## config.mk

```make
export PLATFORM = sky130hd
export DESIGN_NAME = softmute_seq
export DESIGN_NICKNAME = d
export VERILOG_FILES = /design/src/rtl/smute_pkg.sv /design/src/rtl/smute_curve.sv /design/src/rtl/smute_ramp_fsm.sv /design/src/rtl/smute_az_timer.sv /design/src/rtl/softmute_seq.sv
export SDC_FILE = /design/constraint.sdc
export NUM_CORES = 1
export LEC_CHECK = 0
export BUFFER_PORTS_ARGS = -buffer_cell sky130_fd_sc_hd__buf_4
export CAP_MARGIN = 20
export CELL_PAD_IN_SITES_DETAIL_PLACEMENT = 1
export CELL_PAD_IN_SITES_GLOBAL_PLACEMENT = 1
export CORE_MARGIN = 3
export CORE_UTILIZATION = 30
export CTS_CLUSTER_DIAMETER = 40
export CTS_CLUSTER_SIZE = 25
export DETAILED_ROUTE_END_ITERATION = 10
export GPL_ROUTABILITY_DRIVEN = 0
export PLACE_DENSITY_LB_ADDON = 0.1
export RECOVER_POWER = 100
export SLEW_MARGIN = 30
export SYNTH_ARGS = -nofsm -noshare
export SYNTH_HDL_FRONTEND = slang
export SYNTH_SLANG_ARGS = --single-unit
```

## constraint.sdc

```tcl
create_clock -name clk -period 2.5 [get_ports clk]
set_clock_uncertainty 0.15 [all_clocks]
set_input_delay 0.375 -clock clk [delete_from_list [all_inputs] [get_ports clk]]
set_output_delay 0.375 -clock clk [all_outputs]
set_load 0.01 [all_outputs]
```

## src/rtl/smute_pkg.sv

```systemverilog
package smute_pkg;

    typedef enum logic [1:0] {
        SM_OPEN = 2'd0,
        SM_FALL = 2'd1,
        SM_SHUT = 2'd2,
        SM_RISE = 2'd3
    } smute_state_e;

    // Smoothstep over n positions scaled to top.
    function automatic longint s_curve(longint p, longint n, longint top);
        return (top * (3 * p * p * n - 2 * p * p * p)) / (n * n * n);
    endfunction

endpackage

```

## src/rtl/smute_curve.sv

```systemverilog
module smute_curve
    import smute_pkg::*;
#(
    parameter int GAIN_W = 8,
    parameter int NSTEPS = 16,
    localparam int POS_W = $clog2(NSTEPS + 1)
) (
    input  logic [POS_W-1:0]  pos,
    output logic [GAIN_W-1:0] gain
);
    localparam longint TOP = (longint'(1) << GAIN_W) - 1;

    logic [GAIN_W-1:0] tbl [NSTEPS+1];

    for (genvar k = 0; k <= NSTEPS; k++) begin : g_tbl
        assign tbl[k] = GAIN_W'(s_curve(longint'(k), longint'(NSTEPS), TOP));
    end

    always_comb begin
        if (int'(pos) > NSTEPS) gain = {GAIN_W{1'b1}};
        else                    gain = tbl[pos];
    end
endmodule

```

## src/rtl/smute_ramp_fsm.sv

```systemverilog
module smute_ramp_fsm
    import smute_pkg::*;
#(
    parameter int NSTEPS    = 16,
    parameter int STEP_BASE = 64,
    localparam int POS_W = $clog2(NSTEPS + 1),
    localparam int CNT_W = $clog2(STEP_BASE * 8) + 1
) (
    input  logic             clk,
    input  logic             rst_n,
    input  logic             req,
    input  logic [1:0]       slope_sel,
    output logic [POS_W-1:0] pos,
    output smute_state_e     state
);
    typedef struct packed {
        smute_state_e     state;
        logic [POS_W-1:0] pos;
        logic [CNT_W-1:0] cnt;
        logic [1:0]       slope;
    } ramp_t;

    ramp_t ramp_d, ramp_q;
    logic [CNT_W-1:0] step_len;
    logic             step_end;

    always_comb begin
        ramp_d   = ramp_q;
        step_len = CNT_W'(STEP_BASE) << ramp_q.slope;
        step_end = (ramp_q.cnt == step_len - CNT_W'(1));
        case (ramp_q.state)
            SM_OPEN: if (req) begin
                ramp_d.state = SM_FALL;
                ramp_d.cnt   = '0;
                ramp_d.slope = slope_sel;
            end
            SM_FALL: if (step_end) begin
                ramp_d.cnt = '0;
                ramp_d.pos = ramp_q.pos - POS_W'(1);
                if (ramp_q.pos == POS_W'(1)) ramp_d.state = SM_SHUT;
            end else begin
                ramp_d.cnt = ramp_q.cnt + CNT_W'(1);
            end
            SM_SHUT: if (!req) begin
                ramp_d.state = SM_RISE;
                ramp_d.cnt   = '0;
                ramp_d.slope = slope_sel;
            end
            SM_RISE: if (step_end) begin
                ramp_d.cnt = '0;
                ramp_d.pos = ramp_q.pos + POS_W'(1);
                if (ramp_q.pos == POS_W'(NSTEPS - 1)) ramp_d.state = SM_OPEN;
            end else begin
                ramp_d.cnt = ramp_q.cnt + CNT_W'(1);
            end
        endcase
    end

    always_ff @(posedge clk or negedge rst_n) begin
        if (!rst_n) begin
            ramp_q.state <= SM_OPEN;
            ramp_q.pos   <= POS_W'(NSTEPS);
            ramp_q.cnt   <= '0;
            ramp_q.slope <= '0;
        end else begin
            ramp_q <= ramp_d;
        end
    end

    assign pos   = ramp_q.pos;
    assign state = ramp_q.state;
endmodule

```

## src/rtl/smute_az_timer.sv

```systemverilog
module smute_az_timer #(
    parameter int AZ_CYCLES = 75000,
    localparam int AZ_W = $clog2(AZ_CYCLES + 1)
) (
    input  logic clk,
    input  logic rst_n,
    input  logic start,
    output logic active
);
    typedef struct packed {
        logic [AZ_W-1:0] left;
    } az_t;

    az_t az_d, az_q;

    always_comb begin
        az_d = az_q;
        if (start)                 az_d.left = AZ_W'(AZ_CYCLES);
        else if (az_q.left != '0)  az_d.left = az_q.left - AZ_W'(1);
    end

    always_ff @(posedge clk or negedge rst_n) begin
        if (!rst_n) az_q.left <= '0;
        else        az_q      <= az_d;
    end

    assign active = (az_q.left != '0);
endmodule

```

## src/rtl/softmute_seq.sv

```systemverilog
module softmute_seq
    import smute_pkg::*;
#(
    parameter int GAIN_W    = 8,
    parameter int NSTEPS    = 16,
    parameter int STEP_BASE = 64,
    parameter int AZ_CYCLES = 75000,
    localparam int POS_W = $clog2(NSTEPS + 1)
) (
    input  logic              clk,
    input  logic              rst_n,
    input  logic              mute_pin_n,
    input  logic              mute_bit,
    input  logic [1:0]        slope_sel,
    input  logic              couple_en,
    input  logic              dec_force,
    input  logic              src_is_dec,
    input  logic              az_start,
    output logic [GAIN_W-1:0] gain,
    output logic              busy,
    output logic              dec_mute,
    output logic              az_mute
);
    logic             req;
    logic [POS_W-1:0] pos;
    smute_state_e     state;

    assign req = !mute_pin_n || mute_bit;

    smute_ramp_fsm #(.NSTEPS(NSTEPS), .STEP_BASE(STEP_BASE)) i_fsm (
        .clk(clk), .rst_n(rst_n), .req(req), .slope_sel(slope_sel),
        .pos(pos), .state(state)
    );

    smute_curve #(.GAIN_W(GAIN_W), .NSTEPS(NSTEPS)) i_curve (
        .pos(pos), .gain(gain)
    );

    smute_az_timer #(.AZ_CYCLES(AZ_CYCLES)) i_az (
        .clk(clk), .rst_n(rst_n), .start(az_start), .active(az_mute)
    );

    assign busy     = (state != SM_OPEN);
    assign dec_mute = dec_force || !src_is_dec || (couple_en && state == SM_SHUT);
endmodule

```

# == After elaboration in Yosys (flattened, before gate mapping) ==
# Memories as Yosys holds them, arrays and structs flattened.
# Index checks and enable logic that the tools add are counted.
# word_totals
memories,1
reg_bits,36
input_bits,10
mem_bits_ro,256
out_inout_bits,11
wordCells,62
# op_classes
reduce_logical,17
shifts,1
n_mux,18
n_lt_le_gt_ge,2
n_eq_ne,12
add_sub_neg,5
bitwise,1
# memory_table
name,words,width,read_ports,rd_ports_with_merged_regs,wr,line,text
(name not given),32,8,1,0,0,smute_curve.sv:21,else gain = tbl[pos];
# op_table
operator,count
17-bit 2-to-1 mux,2
10-bit one-hot mux with 3 select lines,1
12-bit 2-to-1 mux,2
8-bit 2-to-1 mux,3
17-bit nonzero test,1
17-bit by 1-bit subtractor with 17-bit output (second input constant),1
7-bit 2-to-1 mux,2
10-bit by 1-bit adder with 10-bit output (second input constant),1
10-bit == test,1
10-bit 2-to-1 mux,1
2-bit by 1-bit != test with 1-bit output (second input constant),5
5-bit one-hot mux with 2 select lines,1
7-bit by 2-bit << shifter with 10-bit output (first input constant),1
10-bit by 1-bit subtractor with 10-bit output (second input constant),1
2-bit 2-to-1 mux,4
2-bit one-hot mux with 4 select lines,1
2-bit nonzero test,4
6-bit greater-or-equal comparator (second input constant),1
5-bit NOT with 6-bit output,1
3-bit AND reduction,2
6-bit AND reduction,1
5-bit by 1-bit adder with 5-bit output (second input constant),1
5-bit by 1-bit == test with 1-bit output (second input constant),1
5-bit by 4-bit == test with 1-bit output (second input constant),1
12 further kinds,16

# == Longest topological paths before layout ==
# Gate-level depths: netlist (run 1).
# depth
word_depth,5
mapped_depth,8
depth_no_buf,7

# == Cells and area by module ==
# A second synthesis (run 1) with hierarchy kept.
# hier_totals
cells_unflattened,284
hier_area_um2,2606.2
# modules_own_cells
mod,cells_each,area_per_inst_um2,instances,seq_area_each_um2
smute_ramp_fsm,138,1315.0,1,476.7
smute_az_timer,102,948.4,1,425.4
smute_curve,39,315.3,1,0.0
softmute_seq,5,27.5,1,0.0

# == Least setup slack after synthesis (run 1) ==
# Ideal clock, no wire load.
# synth_path
path_type,register to register
start,register i_fsm.pos[2] (netlist name)
end,register i_fsm.state[1] (netlist name)
path_stages_with_launch,8
setup_ns,0.125
n_path_buf,1
slack_ns,0.365
required_time_ns,2.225
synth_period_minus_slack_ns,2.135
t_arrival_ns,1.860
path_cell_list,dfrtp_1 -> clkbuf_1 -> and3_1 -> ha_1 -> inv_1 -> a221o_1 -> a21oi_2 -> mux2_2
# synth_via
elab_chain_len,3
elab_cells_between_ends,5
cone_classes,eq/ne: 4; reduce/logical: 1
# synth_rtl
element,line
5-bit by 4-bit == test with 1-bit output / 5-bit by 1-bit == test with 1-bit output (equally long branches),"smute_ramp_fsm.sv:52, smute_ramp_fsm.sv:40"
2-bit by 1-bit != test with 1-bit output (no source line),--
6-bit AND reduction (no source line) *,--
# Mark *: on every way between the ends. The rest lies on a longest branch, timed or not.
# A chain may end at the register's enable or synchronous reset.

# == Worst setup path in the final report (run 1) ==
# layout_path
start,register i_fsm.state[0] (netlist name)
end,register i_fsm.state[1] (netlist name)
# layout_via
elab_chain_len,3
elab_cells_between_ends,12
cone_classes,eq/ne: 9; mux: 1; reduce/logical: 2
# layout_rtl
element,line,text
2-bit == test (tied with other cells),smute_ramp_fsm.sv:31,case (ramp_q.state)
2-bit by 1-bit != test with 1-bit output (no source line) / 2-bit != test (equally long branches),--,
6-bit AND reduction (no source line),--,
# Parallel ways exist; a longest one is shown, timed or not.

==> results of run 1 <==
state kept, by name, summed over array words and instances, names as in the netlist:
| signal | count |
|---|---|
| i_fsm.state | 2 |
| i_fsm.ramp_q | 12 |
| i_fsm.pos | 5 |
| i_az.az_q | 17 |
Yosys cell counts (5+ instances only):
cell / count / area share, %
dfrtp_1: 35 / 37
nor2_1: 24 / 3.8
o21ai_0: 18 / 3.8
ha_1: 17 / 9.1
nand2_1: 17 / 2.7
a21oi_1: 14 / 3.0
inv_1: 12 / 1.9
nand3_1: 12 / 2.6
xnor2_1: 10 / 3.7
nand2b_1: 7 / 1.9
nor3_1: 7 / 1.5
clkbuf_1: 6 / 0.96
nand4_1: 6 / 1.6
xor2_1: 6 / 2.2
mux2i_1: 5 / 2.1
cell families (layout without fill, tap and decap cells):
group,count (synthesis),after routing,synth area share [%]
xor+xnor,16,16,5.98
compound gates,54,54,14.3
simple gates,101,101,24.5
flops,36,36,38.5
buf+inv,22,50,3.63
fa+ha+maj,17,17,9.07
mux,9,9,4.06
report_power, final:
group	switching [W]	total [W]	leakage, nW	internal, W
Clock	0.000215	0.000512	0.0552	0.000296
Sequential	0.0000140	0.000606	0.440	0.000592
Combinational	0.0000397	0.0000691	0.634	0.0000294
area by class of cell:
cell class	count	area, µm²	area share (%)
Clock inverter	2	35.0	1.30
Sequential cell	36	903	33.6
Inverter	13	48.8	1.81
Timing Repair Buffer	29	173	6.41
Multi-Input combinational cell	197	1340	49.6
Tap cell	99	124	4.60
Clock buffer	6	72.6	2.70
worst register-to-register path, cell delays in order, from the launching register on:
cell     delay, ns
dfrtp_1       0.37
inv_1         0.09
ha_1          0.26
mux2_1        0.49
a221o_1       0.34
a21oi_2       0.17
mux2_2        0.35
timing repair:
action,CTS,global route
resized for setup,0,2
endpoints found under the hold margin,35,0
setup endpoints to repair,0,3
setup buffers,0,2
hold buffers,1,0
through the flow:
step	total power [W]	hold slack (ns)	cells	worst slack, ns
after global placement	0.000687	0.228	371	0.274
after detailed placement	0.000689	0.231	371	0.263
after global routing	0.00123	0.172	382	0.0303
after CTS	0.00121	0.160	380	0.00717
final	0.00119	0.174	382	0.166
after floorplan	0.000651	-0.0706	255	0.365
worst max path at each step:
stage                    from              to  slack (ns)  cells past startpoint
5_1_grt        i_fsm.state[0]  i_fsm.state[1]        0.03                      6
4_1_cts          i_az.az_q[0]         az_mute       0.007                      6
3_5_place_dp     i_fsm.pos[0]  i_fsm.state[1]        0.26                      7
2_1_floorplan    i_fsm.pos[2]  i_fsm.state[1]        0.36                      7
3_3_place_gp     i_fsm.pos[0]  i_fsm.state[1]        0.27                      7
6_report       i_fsm.state[0]  i_fsm.state[1]        0.17                      6
per-layer routing:
metal	global-route usage (%)	vias to the layer above	share of wire, %
met1	19.0	939	53
met3	2.39	4	1.9
met2	20.1	15	45
met5	0	-	0
met4	3.61	0	0.75
li1	-	966	-
==> results.txt, run 1 <==
I/O pins: 21
Ys async rst share: 100%
Filler cells: 878
Largest delay contributor family on the critical path: multiplexers
Hold Path Depth: 2
YS warnings: 0
DIE HEIGHT: 94.4 µm
Post-route ant nets: 0
Commonest non-fill, non-tap cells in the layout: 34 x dfrtp_1, 24 x nor2_1, 18 x o21ai_0
Mapped Cells: 255
DR vias/cell: 5.04
R2r endpoint: i_fsm.state[1]
Final wirelength: 5.45 mm
Die area: 8910 µm²
Critical path arrival: 2.36 ns
Initial antenna violation count: 0
CTS buffer count: 5
GRT Util Overall: 13.2%
Layout cells sized above 1: 11.3%
Crit path time final: 2.33 ns
Crit. End Element: flop
Setup TNS: 0 ns
Clock Path Buffers: 2
Unrepaired setup endpoints after global routing: no
GRT overflow: 0
First-pass GRT wire length: 9.40 mm
Slew Limit Headroom: 38.4%
Setup violators final: 0
Top fanout value on the critical path: 13
Status: complete, no violations
Die W: 94.4 µm
Worst Path Buf+Inv: 1
Seq/Total Area, Yosys: 38.5%
CTS root buf: clkbuf_8
CORE AREA: 7410 µm²
Final slew viol count: 0
Fmax: 428 MHz
Detailed placement HPWL: 3.99 mm
Slew of the pin with the lowest slew margin: 0.925 ns
Synthesis-to-finish area growth: 14.8%
Element type at the critical path start: flop
Reg2Reg Launch Point: i_fsm.state[0]
Critical path's largest stage delay: 0.49 ns
Mean Syn Cell Area: 9.20 µm²
Clock tree sinks: 36
Clock Latency Late Sink: 0.29 ns
HP Class: input port to flop
Final period utilization: 93.4%
Post-Place Cell Area: 2630 µm²
Design area: 2690 µm²
Iteration-0 DRC Markers: 40
Mapped cell area: 2340 µm²
Starting Density: 31.7%
Layout Nets: 309
EDFF count, synth: 0
R2R depth: 6
Hold Path Origin: slope_sel[0]
CP max-delay cell: mux2_1
WHS Endpoint: i_fsm.ramp_q[0]
# diodes: 0
Predominant post-synthesis flop cell: dfrtp_1
Vias: 1924
VDD IR max: 0.258 mV
Row cnt: 31
Power per cell area: 441 nW/µm²
Worst-path clk slew: 0.07 ns
Routed len/inst: 14.3 µm
Most common cell after layout, fill and taps aside: dfrtp_1
Drt first pass iters: 4
IO buf count: 20
Max_cap viols: 0
Synthesis-stage register bit count: 36
Post-synthesis net count: 282
Distinct cells, synth: 48
CP Class: flop to flop
CTS tree: done
Hold Fails Final Rpt: 0
CTS H-Tree Depth: 2
DRC: 0
Internal reg-to-reg setup slack: 0.17 ns
CP Data Required Time: 2.52 ns
Finished Core Util: 36.3%
Vias in the first global route: 1918
Pin count of the biggest net entering global routing: 37
Crit path cell chain: inv_1 -> ha_1 -> mux2_1 -> a221o_1 -> a21oi_2 -> mux2_2
LEAKAGE: 1.13 nW
Note: power is estimated with default switching activity, not from simulation.
==> inputs of run 2 (changes only) <==
--- a/config.mk
+++ b/config.mk
@@ -5,6 +5,7 @@
 export SDC_FILE = /design/constraint.sdc
 export NUM_CORES = 1
 export LEC_CHECK = 0
+export ABC_AREA = 1
 export BUFFER_PORTS_ARGS = -buffer_cell sky130_fd_sc_hd__buf_4
 export CAP_MARGIN = 20
 export CELL_PAD_IN_SITES_DETAIL_PLACEMENT = 1
==> results.txt, run 2 <==
Status: complete, no violations
CORE AREA: 7930 µm²
Global route hottest layer: met2
GRT Util Overall: 13.3%
Routed len/inst: 13.2 µm
Pin count of the biggest net entering global routing: 37
Largest regs: i_az.az_q x17, i_fsm.ramp_q x12, i_fsm.pos x5
EDFF count, synth: 0
IO buf count: 20
Mapped cell area: 2500 µm²
Setup violators final: 0
GR Util met2: 21.3%
Clock Path Buffers: 2
Hold Path Depth: 3
Internal reg-to-reg setup slack: 0.25 ns
Reg2Reg Launch Point: i_fsm.ramp_q[2]
# diodes: 0
I/O pins: 21
WHS Endpoint: i_fsm.ramp_q[1]
Element type at the critical path start: flop
Layout cells sized above 1: 9.12%
CTS buffer count: 5
Fin cells: 464
Clock tree sinks: 36
Vias: 2177
DR vias/cell: 4.69
Count leader, synth: nand2_1
Largest register FFs: 17
Starting Density: 31.5%
Post-synthesis mux area share: 0%
Die W: 97.3 µm
Predominant post-synthesis flop cell: dfrtp_1
YS warnings: 0
Drt first pass iters: 4
Post-route ant nets: 0
Synthesis-to-finish area growth: 12.1%
Mean Syn Cell Area: 7.42 µm²
Post-synthesis net count: 364
GRT overflow: 0
Worst-path clk slew: 0.08 ns
Vias in the first global route: 2179
Critical path arrival: 1.77 ns
Crit path time final: 2.30 ns
Post-synthesis compound-gate area fraction: 10.9%
Detailed placement HPWL: 4.75 mm
Slew Limit Headroom: 37.6%
Unrepaired setup endpoints after global routing: no
Final period utilization: 92.0%
Die area: 9470 µm²
Largest register by flop count: i_az.az_q
DRC: 0
Initial antenna violation count: 0
Row cnt: 32
Postcts setup bufs: 0
Top fanout value on the critical path: 7
CP Class: flop to output pin
Max_cap viols: 0
Largest area contributor in the netlist: dfrtp_1
Layout Nets: 388
Hold Path Origin: slope_sel[1]
VDD IR max: 0.369 mV
Commonest non-fill, non-tap cells in the layout: 72 x nand2_1, 47 x inv_1, 47 x nor2_1
CP Data Required Time: 1.98 ns
Global-route met1 utilization: 18.7%
CTS tree: done
Iteration-0 DRC Markers: 79
Most common cell after layout, fill and taps aside: nand2_1
Setup TNS: 0 ns
Clock Latency Late Sink: 0.29 ns
Final slew viol count: 0
Origin of the worst setup path: i_fsm.pos[0]
Synthesized-area fraction occupied by xor and xnor cells: 4.20%
Largest family of logic cells by synthesized area: simple AND/OR/NAND/NOR gates
Fmax: 435 MHz
First-pass GRT wire length: 10.6 mm
Synth top area cells: dfrtp_1 35%, nand2_1 11%, ha_1 8.5%
CTS H-Tree Depth: 2
Seq/Total Area, Yosys: 36.1%
CTS root buf: clkbuf_8
Synthesis-stage register bit count: 36
Placed cell count: 455
Crit. End Element: output pin
Top cells by instance count after synthesis: 70 x nand2_1, 45 x inv_1, 45 x nor2_1
DIE HEIGHT: 97.3 µm
Slew of the pin with the lowest slew margin: 0.936 ns
Ys async rst share: 100%
Hold Fails Final Rpt: 0
Mapped Cells: 337
Distinct cells, synth: 34
Adder-Cell Fraction of Synth Area: 8.50%
R2R depth: 10
LEAKAGE: 1.31 nW
HP Class: input port to flop
R2r endpoint: i_fsm.pos[1]
Top-area cell type share of the netlist area: 35.0%
Power per cell area: 939 nW/µm²
Post-Synth Simple-Gate Area: 31.6%
Final wirelength: 6.12 mm
Grt met3 use: 2.66%
## run 2: kinds of logic (layout without fill, tap and decap cells)
kind of cell,count (synthesis),in the layout
fa+ha+maj,17,17
flops,36,36
xor+xnor,12,12
simple gates,171,171
compound gates,46,46
buf+inv,55,80
## run 2: power breakdown
part           total (W)  switching [W]  internal (W)
registers       0.000812       0.000122      0.000690
logic            0.00130       0.000860      0.000445
clock network   0.000517       0.000221      0.000296
total            0.00263        0.00120       0.00143
## run 2: cell type report
cell class,instances,area [µm²]
inverter,50,188
multi-input combinational,246,1350
clock inverter,2,35.0
fill,1000,5120
timing repair buffer,22,131
tap,102,128
clock buffer,6,72.6
sequential,36,902
## run 2: critical path: stages (launching register included)
cell and delay (ns):
dfrtp_1 0.46, inv_1 0.17, ha_1 0.26, inv_1 0.06
ha_1 0.17, nor3_1 0.15, o21ai_0 0.09, clkbuf_1 0.14
## run 2: per-stage QoR
stage	power, W	util [%]	area, µm²	hold slack (ns)	worst slack (ns)
floorplan	0.00178	-	2500	-0.0706	0.708
global placement	0.00227	34.8	2760	0.232	0.477
detailed placement	0.00228	34.8	2760	0.230	0.488
CTS	0.00282	36.2	2870	0.175	0.158
global route	0.00292	35.4	2800	0.196	0.0368
finish	0.00263	35.4	2800	0.185	0.200
## run 2: routing by layer
metal,vias to the layer above,part of all wire (%)
met3,5,2.4
li1,1132,-
met5,-,0
met1,1024,51
met2,16,46
met4,0,0.78
## run 2: how the worst max path moves through the flow
stage / slack [ns] / depth (start not counted) / endpoint
2_1_floorplan: 0.71 / 6 / gain[5]
3_3_place_gp: 0.48 / 6 / gain[2]
3_5_place_dp: 0.49 / 7 / gain[5]
4_1_cts: 0.16 / 7 / gain[5]
5_1_grt: 0.04 / 10 / i_fsm.pos[2]
6_report: 0.20 / 7 / gain[5]
## run 2: timing repair
item	CTS	global route
resized for setup	0	0
hold buffers	1	0
hold endpoints to repair	35	0
endpoints found under the setup margin	0	0
==> inputs of run 3 (changes only) <==
--- a/config.mk
+++ b/config.mk
@@ -10,6 +10,7 @@
 export CAP_MARGIN = 20
 export CELL_PAD_IN_SITES_DETAIL_PLACEMENT = 1
 export CELL_PAD_IN_SITES_GLOBAL_PLACEMENT = 1
+export CORE_ASPECT_RATIO = 0.5
 export CORE_MARGIN = 3
 export CORE_UTILIZATION = 30
 export CTS_CLUSTER_DIAMETER = 40
==> results.txt, run 3 (synthesized netlist as in run 2, its figures left out) <==
Internal reg-to-reg setup slack: 0.37 ns
Largest delay contributor family on the critical path: flip-flops
Die W: 135 µm
Reg2Reg Launch Point: i_fsm.ramp_q[2]
Worst-path clk slew: 0.06 ns
Starting Density: 32.5%
Fmax: 437 MHz
Final period utilization: 91.5%
Crit path time final: 2.29 ns
Worst setup margin: 0.213 ns
Drt first pass iters: 4
R2R depth: 10
GRT Util Overall: 14.2%
DRC: 0
Initial antenna violation count: 0
Largest register by flop count: i_az.az_q
Max_cap viols: 0
CTS H-Tree Depth: 2
LEAKAGE: 1.34 nW
R2r endpoint: i_fsm.pos[2]
I/O pins: 21
Slew Limit Headroom: 33.7%
CP Data Required Time: 1.98 ns
Final slew viol count: 0
Vias: 2251
Final wirelength: 6.29 mm
Status: complete, no violations
Crit. End Element: output pin
GRT overflow: 0
Iteration-0 DRC Markers: 74
CTS tree: done
Vias in the first global route: 2366
Power per cell area: 993 nW/µm²
Slew of the pin with the lowest slew margin: 0.994 ns
Commonest non-fill, non-tap cells in the layout: 71 x nand2_1, 48 x nor2_1, 47 x inv_1
End point of the critical path: gain[5]
# diodes: 0
Origin of the worst setup path: i_fsm.pos[0]
Die area: 9540 µm²
DIE HEIGHT: 70.6 µm
Post-route ant nets: 0
Clock tree sinks: 36
Setup violators final: 0
Levels on crit path: 7
Worst Path Buf+Inv: 3
Critical path arrival: 1.76 ns
HP Class: input port to flop
Layout Nets: 388
Post-CTS sizing: 0
IO buf count: 20
Post-Place Cell Area: 2760 µm²
First-pass GRT wire length: 11.1 mm
Critical path's largest stage delay: 0.45 ns
VDD IR max: 0.321 mV
Most common cell after layout, fill and taps aside: nand2_1
CP Class: flop to output pin
Post-place setup slack: 0.481 ns
Clock Latency Late Sink: 0.29 ns
Hold Fails Final Rpt: 0
CTS root buf: clkbuf_16
DR vias/cell: 4.79
Pin count of the biggest net entering global routing: 37
Clock Path Buffers: 2
Layout cells sized above 1: 9.12%
Detailed placement HPWL: 4.78 mm
Row cnt: 22
Design area: 2870 µm²
Unrepaired setup endpoints after global routing: no
Largest register FFs: 17
Synthesis-to-finish area growth: 14.7%
Setup TNS: 0 ns
CORE AREA: 7710 µm²
CP max-delay cell: dfrtp_1
CTS buffer count: 5
Largest regs: i_az.az_q x17, i_fsm.ramp_q x12, i_fsm.pos x5
Top fanout value on the critical path: 7
Crit path cell chain: inv_1 -> ha_1 -> inv_1 -> ha_1 -> nor3_1 -> o21ai_0 -> clkbuf_1
Routed len/inst: 13.4 µm
Element type at the critical path start: flop
run 3: cell counts in the layout (fill, tap and decap cells not counted):
No cell type changed its count.
run 3: worst min path at each step:
stage                       from         endpoint  slack [ns]  depth (start not counted)
floorplan                  rst_n     i_az.az_q[0]       -0.07                          0
CTS                 slope_sel[1]  i_fsm.ramp_q[1]        0.19                          3
global route        slope_sel[1]  i_fsm.ramp_q[1]        0.20                          3
global placement           rst_n     i_az.az_q[1]        0.23                          1
detailed placement         rst_n     i_az.az_q[1]        0.23                          1
finish              slope_sel[1]  i_fsm.ramp_q[1]        0.19                          3
run 3: power by group:
part	internal [W]	switching [W]
Clock	0.000469	0.000252
Sequential	0.000691	0.000139
Combinational	0.000444	0.000853
run 3: worst min-delay path: cells and delay by family:
family	cells	cell delay [ns]
buffers and inverters	1	0.08
and+or+nand+nor	1	0.03
AOI/OAI and AO/OA	1	0.10
run 3: cell type report:
cell class | count | area [µm²]
Fill cell | 968 | 4840
Sequential cell | 36 | 902
Inverter | 50 | 188
Clock buffer | 6 | 129
Clock inverter | 2 | 35.0
Multi-Input combinational cell | 246 | 1350
Timing Repair Buffer | 22 | 131
Tap cell | 108 | 135
run 3: stage by stage:
stage	total power, W	utilization [%]	hold WS [ns]	std cells
floorplan	0.00178	-	-0.0706	337
global placement	0.00225	35.8	0.231	461
detailed placement	0.00229	35.8	0.234	461
CTS	0.00302	38.1	0.188	470
global route	0.00313	37.2	0.200	470
finish	0.00285	37.2	0.191	470
run 3: repair_timing:
item,CTS,global route
setup buffers,0,0
hold buffers,1,0
hold endpoints to repair,35,0
run 3: routing by layer:
layer  global-route usage (%)  routed length, µm
met2                     25.6               3100
met5                        0                  0
met4                     2.68                 42
met3                     3.69                190
met1                     17.4               2960
